**src/rtl/seqr_pkg.sv**
```systemverilog
// Shared definitions for the sequencer register unit: word-address map and
// the one-hot-free register select code produced by the address decoder.
package seqr_pkg;

    localparam int OFF_DIRECT = 0;
    localparam int OFF_SET    = 1;
    localparam int OFF_CLR    = 2;
    localparam int OFF_STAT   = 3;
    localparam int OFF_FLAG   = 4;

    typedef enum logic [2:0] {
        SEL_DIRECT = 3'd0,
        SEL_SET    = 3'd1,
        SEL_CLR    = 3'd2,
        SEL_STAT   = 3'd3,
        SEL_FLAG   = 3'd4,
        SEL_NONE   = 3'd7
    } seqr_sel_e;

endpackage

```
**src/rtl/seqr_decode.sv**
```systemverilog
// Address decoder: maps a bus word address onto a register select code.
// Assumes ADDR_W is wide enough to hold every offset in seqr_pkg.
module seqr_decode
    import seqr_pkg::*;
#(
    parameter int ADDR_W = 3
) (
    input  logic [ADDR_W-1:0] addr,
    output seqr_sel_e         sel
);

    // Combinational lookup of the register addressed this cycle.
    always_comb begin
        if (addr == ADDR_W'(OFF_DIRECT))      sel = SEL_DIRECT;
        else if (addr == ADDR_W'(OFF_SET))    sel = SEL_SET;
        else if (addr == ADDR_W'(OFF_CLR))    sel = SEL_CLR;
        else if (addr == ADDR_W'(OFF_STAT))   sel = SEL_STAT;
        else if (addr == ADDR_W'(OFF_FLAG))   sel = SEL_FLAG;
        else                                  sel = SEL_NONE;
    end

endmodule

```
**src/rtl/seqr_ctl_reg.sv**
```systemverilog
// Control register with three write views: replace, OR-in and AND-in.
// Assumes at most one write per cycle; sel comes from seqr_decode.
module seqr_ctl_reg
    import seqr_pkg::*;
#(
    parameter int              DATA_W  = 32,
    parameter logic [DATA_W-1:0] RST_VAL = DATA_W'('h0100)
) (
    input  logic              clk,
    input  logic              rst_n,
    input  logic              wr,
    input  seqr_sel_e         sel,
    input  logic [DATA_W-1:0] wdata,
    output logic [DATA_W-1:0] ctl_q
);

    logic [DATA_W-1:0] ctl_d;

    // Next value: pick the merge rule of the alias being written.
    always_comb begin
        ctl_d = ctl_q;
        if (wr) begin
            case (sel)
                SEL_DIRECT: ctl_d = wdata;
                SEL_SET:    ctl_d = ctl_q | wdata;
                SEL_CLR:    ctl_d = ctl_q & wdata;
                default:    ctl_d = ctl_q;
            endcase
        end
    end

    // State update with synchronous reset to the configured reset word.
    always_ff @(posedge clk) begin
        if (!rst_n) ctl_q <= RST_VAL;
        else        ctl_q <= ctl_d;
    end

endmodule

```
**src/rtl/seqr_obs_regs.sv**
```systemverilog
// Observation registers: a status copy that tracks the live status input
// each clock, and a static-flag snapshot of the condition vector.
// Assumes COND_W <= DATA_W; bus writes win over capture on the flags.
module seqr_obs_regs
    import seqr_pkg::*;
#(
    parameter int                DATA_W   = 32,
    parameter int                COND_W   = 32,
    parameter logic [DATA_W-1:0] STAT_RST = DATA_W'('hFF00)
) (
    input  logic              clk,
    input  logic              rst_n,
    input  logic              wr,
    input  seqr_sel_e         sel,
    input  logic [DATA_W-1:0] wdata,
    input  logic [DATA_W-1:0] stat_in,
    input  logic              cond_cap,
    input  logic [COND_W-1:0] cond_in,
    output logic [DATA_W-1:0] stat_q,
    output logic [COND_W-1:0] flag_q
);

    // Status follows the live input; bus writes never reach it.
    always_ff @(posedge clk) begin
        if (!rst_n) stat_q <= STAT_RST;
        else        stat_q <= stat_in;
    end

    // Flag snapshot: software load first, then condition capture.
    always_ff @(posedge clk) begin
        if (!rst_n)                      flag_q <= '0;
        else if (wr && sel == SEL_FLAG)  flag_q <= wdata[COND_W-1:0];
        else if (cond_cap)               flag_q <= cond_in;
    end

endmodule

```
**src/rtl/seqr_rdback.sv**
```systemverilog
// Registered read-back multiplexer. Data is sampled from the register
// outputs before any same-cycle write lands, and held when no read occurs.
module seqr_rdback
    import seqr_pkg::*;
#(
    parameter int DATA_W = 32,
    parameter int COND_W = 32
) (
    input  logic              clk,
    input  logic              rst_n,
    input  logic              rd,
    input  seqr_sel_e         sel,
    input  logic [DATA_W-1:0] ctl_q,
    input  logic [DATA_W-1:0] stat_q,
    input  logic [COND_W-1:0] flag_q,
    output logic [DATA_W-1:0] rdata
);

    logic [DATA_W-1:0] flag_ext;
    logic [DATA_W-1:0] rd_mux;

    // Zero-extend the flag snapshot to the bus width.
    always_comb begin
        flag_ext = '0;
        flag_ext[COND_W-1:0] = flag_q;
    end

    // Select the addressed register; unmapped slots give zero.
    always_comb begin
        case (sel)
            SEL_DIRECT, SEL_SET, SEL_CLR: rd_mux = ctl_q;
            SEL_STAT:                     rd_mux = stat_q;
            SEL_FLAG:                     rd_mux = flag_ext;
            default:                      rd_mux = '0;
        endcase
    end

    // Output register, updated only on a read strobe.
    always_ff @(posedge clk) begin
        if (!rst_n)  rdata <= '0;
        else if (rd) rdata <= rd_mux;
    end

endmodule

```
**src/rtl/seqr_ctl_regs.sv**
```systemverilog
// Top of the sequencer register unit: decoder, control register with
// set/clear aliases, status and flag registers, and registered read-back.
// Assumes a single bus master and COND_W <= DATA_W.
module seqr_ctl_regs
    import seqr_pkg::*;
#(
    parameter int                DATA_W   = 32,
    parameter int                COND_W   = 32,
    parameter int                ADDR_W   = 3,
    parameter logic [DATA_W-1:0] CTL_RST  = DATA_W'('h0100),
    parameter logic [DATA_W-1:0] STAT_RST = DATA_W'('hFF00)
) (
    input  logic              clk,
    input  logic              rst_n,
    input  logic [ADDR_W-1:0] bus_addr,
    input  logic              bus_wr,
    input  logic [DATA_W-1:0] bus_wdata,
    input  logic              bus_rd,
    output logic [DATA_W-1:0] bus_rdata,
    input  logic [DATA_W-1:0] stat_in,
    input  logic              cond_cap,
    input  logic [COND_W-1:0] cond_in
);

    seqr_sel_e         sel;
    logic [DATA_W-1:0] ctl_q;
    logic [DATA_W-1:0] stat_q;
    logic [COND_W-1:0] flag_q;

    seqr_decode #(.ADDR_W(ADDR_W)) u_dec (
        .addr (bus_addr),
        .sel  (sel)
    );

    seqr_ctl_reg #(.DATA_W(DATA_W), .RST_VAL(CTL_RST)) u_ctl (
        .clk   (clk),
        .rst_n (rst_n),
        .wr    (bus_wr),
        .sel   (sel),
        .wdata (bus_wdata),
        .ctl_q (ctl_q)
    );

    seqr_obs_regs #(.DATA_W(DATA_W), .COND_W(COND_W), .STAT_RST(STAT_RST)) u_obs (
        .clk      (clk),
        .rst_n    (rst_n),
        .wr       (bus_wr),
        .sel      (sel),
        .wdata    (bus_wdata),
        .stat_in  (stat_in),
        .cond_cap (cond_cap),
        .cond_in  (cond_in),
        .stat_q   (stat_q),
        .flag_q   (flag_q)
    );

    seqr_rdback #(.DATA_W(DATA_W), .COND_W(COND_W)) u_rd (
        .clk    (clk),
        .rst_n  (rst_n),
        .rd     (bus_rd),
        .sel    (sel),
        .ctl_q  (ctl_q),
        .stat_q (stat_q),
        .flag_q (flag_q),
        .rdata  (bus_rdata)
    );

endmodule

```
**config.mk**
```make
export PLATFORM = sky130hd
export DESIGN_NAME = seqr_ctl_regs
export DESIGN_NICKNAME = d
export VERILOG_FILES = /design/src/rtl/seqr_pkg.sv /design/src/rtl/seqr_decode.sv /design/src/rtl/seqr_ctl_reg.sv /design/src/rtl/seqr_obs_regs.sv /design/src/rtl/seqr_rdback.sv /design/src/rtl/seqr_ctl_regs.sv
export SDC_FILE = /design/constraint.sdc
export NUM_CORES = 1
export LEC_CHECK = 0
export ABC_AREA = 1
export CELL_PAD_IN_SITES_DETAIL_PLACEMENT = 1
export CELL_PAD_IN_SITES_GLOBAL_PLACEMENT = 2
export CORE_MARGIN = 3
export CORE_UTILIZATION = 31
export CTS_CLUSTER_DIAMETER = 30
export DETAILED_ROUTE_END_ITERATION = 8
export DONT_BUFFER_PORTS = 1
export PLACE_DENSITY = 0.77
export SLEW_MARGIN = 40
export SYNTH_ARGS = -nofsm -noshare
export SYNTH_HDL_FRONTEND = slang
export SYNTH_SLANG_ARGS = --single-unit
```
**constraint.sdc**
```tcl
create_clock -name clk -period 1.1 [get_ports clk]
set_input_delay 0.22 -clock clk [delete_from_list [all_inputs] [get_ports clk]]
set_output_delay 0.22 -clock clk [all_outputs]
set_load 0.02 [all_outputs]
```
==> out/results.ini <==
[clock_tree]
path_clk_slew_ns=0.06
cts.sinks=128
clk_latency_ns=0.42
cts_tree=done
clk_path_buf_depth=2
htree_num_levels=4
cts_made_buffers=17
root_buffer=clkbuf_16

[floorplan]
coreArea_sq_mm=0.0174
dieArea_sq_mm=0.0196
fp.dieH_microns=140
die_w_microns=140
ioPinCount=136
placementRows=48
initial_utilization_pct=31.9

[detailed_routing]
post_drt_wl_per_cell_microns=18.8
routed_wl_microns=20500
drt_first_pass_iters=4
vias_per_cell=5.11
drc=0
drtIter0Drc=292
detail-route-antenna-nets=0
vias=5571

[final_layout]
fin_nets=960
drive_gt1_share_pct=16.1
final_cell_area_sq_mm=0.00750
area_growth_pct=34.8
utilization_pct=43.1
n_antenna_cell=0

[run_status]
violations=negative hold slack, negative setup slack
status=complete, but fails checks

[run]
maxCapViolCount=0

[yosys]
yosysTopAreaCell=dfxtp_1
yosysMostFrequentCell=dfxtp_1
netlist_area_sq_mm=0.00556
netlist-cell-type-count=21
synth_commonest_cells=dfxtp_1, nand2_1, nand3_1, o21ai_0
synth_area_leaders=dfxtp_1, nand3_1, nand2_1, o21ai_0, a21oi_1
synth_top_area_share_pct=46.1
synth_edf_count=0
syn_area_per_cell_sq_um=7.19
ys_warn_count=0
synthFlopType=dfxtp_1
seq_area_frac_synth_pct=46.1
async_reset_ff_share_pct=0
syn-num-nets=877
synth_cells=773
synth_seq_cells=128

[timing]
fmax_mhz=885
tightest_slew_ns=0.277
hold_viol=69
grt_setup_unrepaired=true
fin_crit_sh_pct=103
finalClockSkew_ns=0.00615
setup_slack_ns=-0.0296
slew_viol_final=0
min_period_ns=1.13
whs_ns=-0.0801
slew_headroom_pct=81.5
setup_violations=5

[worst_setup_path]
crit_type=flip-flop to output port
worstPathArrival_ns=0.91
path_delay_family=flip-flops
worstPathCellList=buf_6
endpoint_kind=output port
cp-start-kind=flip-flop
crit_fanout=2
cp_slowest_stage_delay_ns=0.36
cp_num_buf_inv=1
cp.required_ns=0.88
slowest_stage=dfxtp_4

[place]
dpl_cell_area_sq_mm=0.00602
place.gp.congestion=0.837
dp_hpwl_microns=13300
portBuffers=0
pre_cts_slack_ns=0.0447

[grt]
grt_antenna_before_repair=0
grt_overflow=0
grt_util_all_layers_pct=21.2
grt_pass1_wl_microns=33400
grt_max_degree=89
grt_pass1_vias=6157

[hold_path]
hold_path.class=input port to flip-flop

[power]
vdd_drop_max_uv=994
leakagePower_nw=3.13
powerDensity_mw_per_mm2=1520

==> per-layer routing <==
layer	up-vias	track usage, %	wire length (microns)
met5	-	0	0
met4	0	4.84	210
met3	17	5.63	1110
met2	152	35.8	10000
met1	2659	27.2	9170
li1	2743	-	-
==> layout make-up <==
cell class	count	area [sq um]
Clock inverter	6	57.6
Tap cell	225	282
Sequential cell	128	2610
Fill cell	2116	9920
Clock buffer	23	498
Multi-Input combinational cell	519	2450
Inverter	60	225
Timing Repair Buffer	130	1380
==> sequential cells by signal (all words and copies together), names as in the netlist <==
register and count:
u_rd.rdata 32, u_obs.stat_q 32, u_ctl.ctl_q 32, u_obs.flag_q 32
==> report_power, final <==
part	switching, mW	internal [mW]
sequential	0.132	4.84
combinational	0.573	0.512
clock	2.01	3.35
total	2.72	8.71
==> what timing repair did <==
item / in CTS / in global routing
hold buffers: 77 / 4
pin swaps: 0 / 1
endpoints found under the setup margin: 32 / 45
resized for setup: 63 / 1
setup buffers: 3 / 10
endpoints found under the hold margin: 128 / 81
==> stage by stage <==
| step | total power [mW] | setup TNS [ns] | instances | hold WS, ns |
|---|---|---|---|---|
| 2_1_floorplan | 5.70 | 0 | 773 | 0.318 |
| 3_3_place_gp | 5.84 | 0 | 983 | 0.322 |
| 3_5_place_dp | 5.87 | 0 | 983 | 0.326 |
| 4_1_cts | 11.5 | -0.205 | 1092 | -0.0797 |
| 5_1_grt | 11.9 | -0.696 | 1091 | -0.0671 |
| 6_report | 11.4 | -0.0890 | 1091 | -0.0801 |
==> placed cells by master, fill, tap and decap left out, drive strengths merged, types with 23 or more instances in the layout <==
cell type / Yosys / routed
dfxtp: 128 / 128
nand2: 124 / 124
nand3: 96 / 96
o21ai: 96 / 96
nor2: 66 / 66
dlygate4sd3: 0 / 65
buf: 40 / 65
a21oi: 64 / 64
inv: 60 / 60
nor3: 33 / 33
nand4: 32 / 32
clkbuf: 26 / 23
==> cell families after synthesis <==
family / count (synthesis) / share of synthesized area [%]
flip-flops: 128 / 46.1
buffers and inverters: 126 / 9.83
AND/OR/NAND/NOR: 359 / 29.7
AO/OA/AOI/OAI: 160 / 14.4
==> final timing paths <==
path / startpoint / to / slack, ns / depth (start not counted)
hold / removal: rst_n / u_obs.stat_q[2]$_SDFF_PN0_ / -0.08 / 2
hold reg to reg: u_rd.rdata[7]$_SDFFE_PN0P_ / u_rd.rdata[7]$_SDFFE_PN0P_ / 0.47 / 2
setup reg to reg: u_ctl.ctl_q[4]$_SDFFE_PN0P_ / u_rd.rdata[4]$_SDFFE_PN0P_ / 0.22 / 4
setup / recovery: u_rd.rdata[19]$_SDFFE_PN0P_ / bus_rdata[19] / -0.03 / 1
Note: power is estimated with default switching activity, not from simulation.
